### config.mk
export PLATFORM = sky130hd
export DESIGN_NAME = serial_parity_unit
export DESIGN_NICKNAME = d
export VERILOG_FILES = /design/src/rtl/parity_pkg.sv /design/src/rtl/par_mode_dec.sv /design/src/rtl/par_fold.sv /design/src/rtl/par_err_flag.sv /design/src/rtl/serial_parity_unit.sv
export SDC_FILE = /design/constraint.sdc
export NUM_CORES = 1
export LEC_CHECK = 0
export CAP_MARGIN = 10
export CORE_AREA = 4 4 41 43
export DETAILED_ROUTE_END_ITERATION = 6
export DIE_AREA = 0 0 45 47
export DONT_BUFFER_PORTS = 1
export GPL_ROUTABILITY_DRIVEN = 0
export SLEW_MARGIN = 10
export SYNTH_ARGS = -nofsm -noshare
export SYNTH_HDL_FRONTEND = slang
export SYNTH_SLANG_ARGS = --single-unit
### constraint.sdc
create_clock -name clk_i -period 1.2 [get_ports clk_i]
set_input_delay 0.12 -clock clk_i [delete_from_list [all_inputs] [get_ports clk_i]]
set_output_delay 0.12 -clock clk_i [all_outputs]
set_load 0.01 [all_outputs]
### src/rtl/parity_pkg.sv
package parity_pkg;
  localparam int unsigned MODE_W = 3;
  typedef enum logic [2:0] {
    PK_EVEN, PK_ODD, PK_SPACE, PK_MARK, PK_NONE
  } par_kind_e;
endpackage

### src/rtl/par_mode_dec.sv
module par_mode_dec
  import parity_pkg::*;
(
  input  logic [MODE_W-1:0] mode_i,
  output par_kind_e         kind_o
);
  // top bit set: no parity or multidrop, both suppress parity
  always_comb begin
    if (mode_i[2]) kind_o = PK_NONE;
    else begin
      unique case (mode_i[1:0])
        2'b00:   kind_o = PK_EVEN;
        2'b01:   kind_o = PK_ODD;
        2'b10:   kind_o = PK_SPACE;
        default: kind_o = PK_MARK;
      endcase
    end
  end
endmodule

### src/rtl/par_fold.sv
module par_fold #(
  parameter int unsigned DATA_W  = 8,
  parameter int unsigned MIN_LEN = 5,
  localparam int unsigned LEN_W  = $clog2(DATA_W - MIN_LEN + 1)
) (
  input  logic [DATA_W-1:0] data_i,
  input  logic [LEN_W-1:0]  len_i,
  output logic              xor_o
);
  logic [DATA_W-1:0] keep;
  for (genvar i = 0; i < DATA_W; i++) begin : g_mask
    if (i < MIN_LEN) begin : g_fixed
      assign keep[i] = data_i[i];
    end else begin : g_opt
      assign keep[i] = data_i[i] & (32'(len_i) > 32'(i - MIN_LEN));
    end
  end
  assign xor_o = ^keep;
endmodule

### src/rtl/par_err_flag.sv
module par_err_flag (
  input  logic clk_i,
  input  logic rst_ni,
  input  logic set_i,
  input  logic clr_i,
  output logic flag_o
);
  always_ff @(posedge clk_i or negedge rst_ni) begin
    if (!rst_ni)     flag_o <= 1'b0;
    else if (set_i)  flag_o <= 1'b1; // set wins over clear
    else if (clr_i)  flag_o <= 1'b0;
  end

  assert_set_R8: assert property (@(posedge clk_i) disable iff (!rst_ni)
    set_i |=> flag_o);
  assert_hold_R8: assert property (@(posedge clk_i) disable iff (!rst_ni)
    (flag_o && !clr_i) |=> flag_o);
  assert_clr_R9: assert property (@(posedge clk_i) disable iff (!rst_ni)
    (clr_i && !set_i) |=> !flag_o);
  assert_no_spurious_R11: assert property (@(posedge clk_i) disable iff (!rst_ni)
    (!flag_o && !set_i) |=> !flag_o);
endmodule

### src/rtl/serial_parity_unit.sv
module serial_parity_unit
  import parity_pkg::*;
#(
  parameter int unsigned DATA_W  = 8,
  parameter int unsigned MIN_LEN = 5,
  localparam int unsigned LEN_W  = $clog2(DATA_W - MIN_LEN + 1)
) (
  input  logic              clk_i,
  input  logic              rst_ni,
  input  logic [2:0]        mode_i,
  input  logic [LEN_W-1:0]  len_i,
  input  logic [DATA_W-1:0] tx_data_i,
  output logic              tx_par_o,
  output logic              tx_no_par_o,
  input  logic [DATA_W-1:0] rx_data_i,
  input  logic              rx_par_i,
  input  logic              rx_strobe_i,
  output logic              rx_mismatch_o,
  input  logic              sts_clr_i,
  output logic              par_err_o
);
  par_kind_e kind;
  logic      tx_xor, rx_xor, rx_exp;

  par_mode_dec u_dec (.mode_i(mode_i), .kind_o(kind));

  par_fold #(.DATA_W(DATA_W), .MIN_LEN(MIN_LEN)) u_tx_fold (
    .data_i(tx_data_i), .len_i(len_i), .xor_o(tx_xor));
  par_fold #(.DATA_W(DATA_W), .MIN_LEN(MIN_LEN)) u_rx_fold (
    .data_i(rx_data_i), .len_i(len_i), .xor_o(rx_xor));

  function automatic logic gen_bit(par_kind_e k, logic x);
    unique case (k)
      PK_EVEN: return x;
      PK_ODD:  return ~x;
      PK_MARK: return 1'b1;
      default: return 1'b0;
    endcase
  endfunction

  always_comb begin
    tx_no_par_o   = (kind == PK_NONE);
    tx_par_o      = gen_bit(kind, tx_xor);
    rx_exp        = gen_bit(kind, rx_xor);
    rx_mismatch_o = (kind != PK_NONE) && (rx_par_i != rx_exp);
  end

  par_err_flag u_flag (
    .clk_i(clk_i), .rst_ni(rst_ni),
    .set_i(rx_strobe_i & rx_mismatch_o),
    .clr_i(sts_clr_i), .flag_o(par_err_o));

  assert_no_par_R4: assert property (@(posedge clk_i) disable iff (!rst_ni)
    mode_i[2] |-> (tx_no_par_o && !tx_par_o));
  assert_no_err_R7: assert property (@(posedge clk_i) disable iff (!rst_ni)
    mode_i[2] |-> !rx_mismatch_o);
  assert_mark_R3: assert property (@(posedge clk_i) disable iff (!rst_ni)
    (mode_i == 3'b011) |-> (tx_par_o && !tx_no_par_o));
  assert_space_R3: assert property (@(posedge clk_i) disable iff (!rst_ni)
    (mode_i == 3'b010) |-> !tx_par_o);
endmodule

* Yosys cells after proc, flatten, opt, wreduce, memory -nomap -nowiden
Index checks and enable logic that the tools add are counted.
** Word-level totals
- Flip-flop bits (word level) :: 1
- Latch bits :: 0
- Bits in writable memories :: 0
- Memory bits (read-only) :: 0
- Output and inout port bits :: 4
- Word-level logic and storage cells :: 32
- Memories :: 0
** Operators by class
- Add/subtract/negate cells :: 0
- $mul :: 0
- Divide/modulo/power cells :: 0
- Order comparisons :: 3
- Equality and inequality tests :: 7
- Shift operators :: 0
- Mux-type cells :: 6
- Bitwise operators :: 9
- Reductions and logical operators :: 6
** Operators by type and width (number)
- $reduce_xor 8->1 :: 2
- $and 1x1->1 :: 7
- $pmux 1 s3 :: 2
- $pmux 2 s3 :: 1
- $gt 2x1->1 const B :: 2
- $eq 3x1->1 const B :: 1
- $eq 3x2->1 const B :: 1
- $eq 3x3->1 const B :: 1
- $logic_not 3->1 :: 1
- $mux 3 :: 1
- $ne 3x3->1 const B :: 1
- $eq 2x1->1 const B :: 1
- $eq 2x2->1 const B :: 1
- $gt 2x2->1 const B :: 1
- $logic_not 2->1 :: 1
- $mux 1 :: 2
- $not 1->1 :: 2
- $reduce_bool 2->1 :: 1
- $logic_and 1x1->1 :: 1
- $ne 1x1->1 :: 1

* Logic depth before layout (Yosys ltp)
- Depth after elaboration :: 9
- Depth in mapped cells :: 5
- Depth with buffers taken out :: 5

* By module
From an unflattened synthesis, not the netlist that was laid out.
** Second synthesis, totals
- Cells, all modules :: 41
- Area total of the unflattened synthesis :: 341.6 um2
** By module, submodules not included
- par_fold :: times used 2, cells each 9, area each 83.8 um2
- serial_parity_unit :: times used 1, cells each 17, area each 117.6 um2
- par_err_flag :: times used 1, cells each 3, area each 36.3 um2
- par_mode_dec :: times used 1, cells each 3, area each 20.0 um2

* Least setup slack after synthesis
OpenSTA, ideal clock, no wires.
- Kind :: in2out
- Start point :: input port rx_data_i[0]
- End point :: output port rx_mismatch_o
- Arrival time :: 1323 ps
- Path slack :: -243 ps
- Cell stages on the path :: 5
- Cells stage by stage :: xnor3_1 xnor2_1 nor4_2 nor3_1 nor3_1
** Between the ends
- Cells in the longest elaborated chain, start to end :: 5
** RTL lines
- from (decl) :: RTL line serial_parity_unit.sv:15 : input logic [DATA_W-1:0] rx_data_i,
- $reduce_xor 8->1 * :: RTL line par_fold.sv:18 : assign xor_o = ^keep;
- $not 1->1 :: RTL line serial_parity_unit.sv:35 : PK_ODD: return ~x;
- $pmux 1 s3 * :: RTL line serial_parity_unit.sv:33 : unique case (k)
- $ne 1x1->1 * :: RTL line serial_parity_unit.sv:45 : rx_mismatch_o = (kind != PK_NONE) && (rx_par_i != rx_exp);
- $logic_and 1x1->1 * :: RTL line serial_parity_unit.sv:45
- to (decl) :: RTL line serial_parity_unit.sv:18 : output logic rx_mismatch_o,
Every way passes the cells marked *; elsewhere a longest branch is shown, timed or not.

* Worst setup path after layout
- Start point :: input port rx_data_i[0]
- End point :: register u_flag.flag_o
** Between the ends
- Cells in the longest elaborated chain, start to end :: 7
- Elaborated cells on any way between the ends :: 8
- Those cells by class :: eq/ne (1); mux (2); bitwise (2); reduce/logical (3)
** RTL lines
- $reduce_xor 8->1 * :: RTL line par_fold.sv:18
- $not 1->1 :: RTL line serial_parity_unit.sv:35
- $pmux 1 s3 * :: RTL line serial_parity_unit.sv:33
- $ne 1x1->1 * :: RTL line serial_parity_unit.sv:45
- $logic_and 1x1->1 * :: RTL line serial_parity_unit.sv:45
- $and 1x1->1 * :: RTL line serial_parity_unit.sv:50 : .set_i(rx_strobe_i & rx_mismatch_o),
- $mux 1 / $reduce_bool 2->1 (equally long branches)
- to (signal assigned) :: RTL line par_err_flag.sv:9 : if (!rst_ni) flag_o <= 1'b0;
- to (signal assigned) :: RTL line par_err_flag.sv:10 : else if (set_i) flag_o <= 1'b1;
- to (signal assigned) :: RTL line par_err_flag.sv:11 : else if (clr_i) flag_o <= 1'b0;
- to (decl) :: RTL line par_err_flag.sv:6 : output logic flag_o
Marks and branches as above.
A chain may end at the register's enable or synchronous reset.

==> metrics.cfg <==
[drt]
drc = 0
first_pass_iters = 1
wl_per_cell_um = 13.2
viasPerCell = 4.82
antenna_left = 0
vias = 241
drt_iter0_markers = 0
finalWirelength_um = 659

[power]
p_sw_share_pct = 35.2
pwr-share-seq_pct = 22.7
p_int_uw = 129
power_frac_comb_pct = 77.3
power_frac_clock_pct = 0
leakage_uw = 0.000153
power_switching_uw = 70.0
powerDensity_mw_per_mm2 = 566
power.total_uw = 199
ir_drop_mv = 0.326

[finish]
design_area_um2 = 352
multi_input_area_um2 = 290
nFillCells = 144
drive_gt1_share_pct = 17.1
largestRegisters = u_flag.flag_o: 1 flops
syn_to_final_growth_pct = 12.4
largest_reg_flops = 1
regMostFlops = u_flag.flag_o
ff_latch_area_um2 = 25.0
diodes = 0
nets = 63

[timing]
fin_crit_ns = 1.47
maxClockFrequency_mhz = 681
maxSlewHeadroom_pct = 80.1
setup_violations = 3
setup-tns-final_ns = -0.554
final_max_slew_viol_count = 0
worst_pin_slew_ns = 0.296
rsz0062_at_grt = true
timing.final.ws_setup_ns = -0.268
hold_viol_final = 0
clock_skew_ns = 0
fin_crit_sh_pct = 122

[die]
die_y_um = 47
ios = 30
initial_utilization_pct = 24.0
dieArea_mm2 = 0.00212
rows = 13
core-area_mm2 = 0.00130
die_x_um = 45

[logic_synthesis]
synth_edf_count = 0
postSynthAreaPerCell_um2 = 8.94
yosysUniqueCellTypes = 23
synthArstFlopShare_pct = 100
synth_seq_cells = 1
syn_area_um2 = 313
synthCells = 35
syn-num-nets = 61
synth_top_flop_cell = dfrtp_1
yosys_warnings = 0
ys_seq_area_share_pct = 8.00

[placement]
dp_hpwl_um = 614
io_buffers = 0
dpl-instance-area_um2 = 333

[grt]
grt.busiest_layer = met2
grt_start_max_net_pins = 7
grt_pass1_wl_um = 800
grt_overflow = 0
antenna_found_initial = 0
grtUsageMet3_pct = 0.383
met2_usage_pct = 9.32
gr-usage-met1_pct = 6.82
grt_use_total_pct = 5.06
grt_pass1_vias = 204

[setup_path]
reg2regPathDepth = 2
crit_path_start = rx_data_i[0]
criticalPathCategory = input port to flop
r2r_end = u_flag.flag_o$_DFFE_PN0P_
r2r_start = u_flag.flag_o$_DFFE_PN0P_
worst-path-max-fanout = 2
cp-end-kind = flop
critPathCapture = u_flag.flag_o$_DFFE_PN0P_
cp.arrival_ns = 1.36
rrSetupSlack_ns = 0.53
crit_required_ns = 1.09
cp-start-kind = input port

[cts]
clk_pin_slew_ns = 0
clkLatencyLatePin_ns = 0
cts_setup_buffers = 0

[status]
outcome = finished, violations left
violations = negative setup slack

[run]
max_cap_viol_count = 0

[hold_path]
min_from = sts_clr_i
min_path_type = input port to flop

## logic make-up (layout without fill, tap and decap cells)
family | count (synthesis) | in the layout | synth area share (%)
flip-flops | 1 | 1 | 8.00
AND/OR/NAND/NOR | 10 | 10 | 19.6
buffers and inverters | 3 | 3 | 3.60
AO/OA/AOI/OAI | 11 | 11 | 26.0
XOR/XNOR | 10 | 10 | 42.8
## layout by cell type, fill, tap and decap left out, drive strengths merged, types with 2 or more instances in the layout
cell type  n
xnor2      5
xor2       3
inv        2
o21ai      2
xnor3      2
nand2b     2
o211a      2
nand2      2
nor3       2
a21oi      2
## how the worst min path moves through the flow
stage	endpoint	slack (ns)	cells after the start
finish	u_flag.flag_o$_DFFE_PN0P_	0.22	1
global route	u_flag.flag_o$_DFFE_PN0P_	0.22	1
CTS	u_flag.flag_o$_DFFE_PN0P_	0.22	1
detailed placement	u_flag.flag_o$_DFFE_PN0P_	-0.18	0
global placement	u_flag.flag_o$_DFFE_PN0P_	-0.18	0
floorplan	u_flag.flag_o$_DFFE_PN0P_	-0.18	0
## routing by layer
metal / wire length, um / vias to the layer above
met2: 316 / 22
met5: 0 / -
met1: 237 / 93
met4: 0 / 0
li1: - / 126
met3: 106 / 0
## worst max-delay path: stages
cell and delay (ns):
xnor3_1 0.37, xnor2_1 0.16, nor4_2 0.34, nor3_2 0.10, o32ai_1 0.27
## synth_stat cells, types with 2 or more instances
library cell,instances,area (um^2)
xnor2_1,4,35.0
xor2_1,3,26.3
a21oi_1,2,10.0
inv_1,2,7.51
nand2_1,2,7.51
nand2b_1,2,12.5
nor3_1,2,10.0
o211a_1,2,20.0
xnor3_1,2,45.0
## power groups by stage
stage               registers, uW  logic, uW  clock network, uW
finish                       45.2        154                  0
detailed placement           45.2        145                  0
CTS                          45.2        148                  0
floorplan                    44.1        133                  0
global route                 45.4        168                  0
global placement             45.0        143                  0
## final cells by class
cell class,instances,area share (%)
Multi-Input combinational cell,31,82.6
Sequential cell,1,7.12
Tap cell,15,5.34
Timing Repair Buffer,1,2.85
Inverter,2,2.14
## through the flow
step,hold slack (ns),utilization [%],setup slack (ns),cells
2_1_floorplan,-0.176,-,-0.175,35
3_3_place_gp,-0.176,25.6,-0.237,49
3_5_place_dp,-0.176,25.6,-0.242,49
4_1_cts,0.216,26.3,-0.246,50
5_1_grt,0.222,27.0,-0.348,50
6_report,0.218,27.0,-0.268,50
## repair_timing
item / 4_1_cts / 5_1_grt
endpoints found under the hold margin: 1 / 0
resized for setup: 0 / 2
pin swaps: 0 / 2
setup endpoints to repair: 3 / 3
hold buffers: 1 / 0
(Power assumes the default switching activity.)
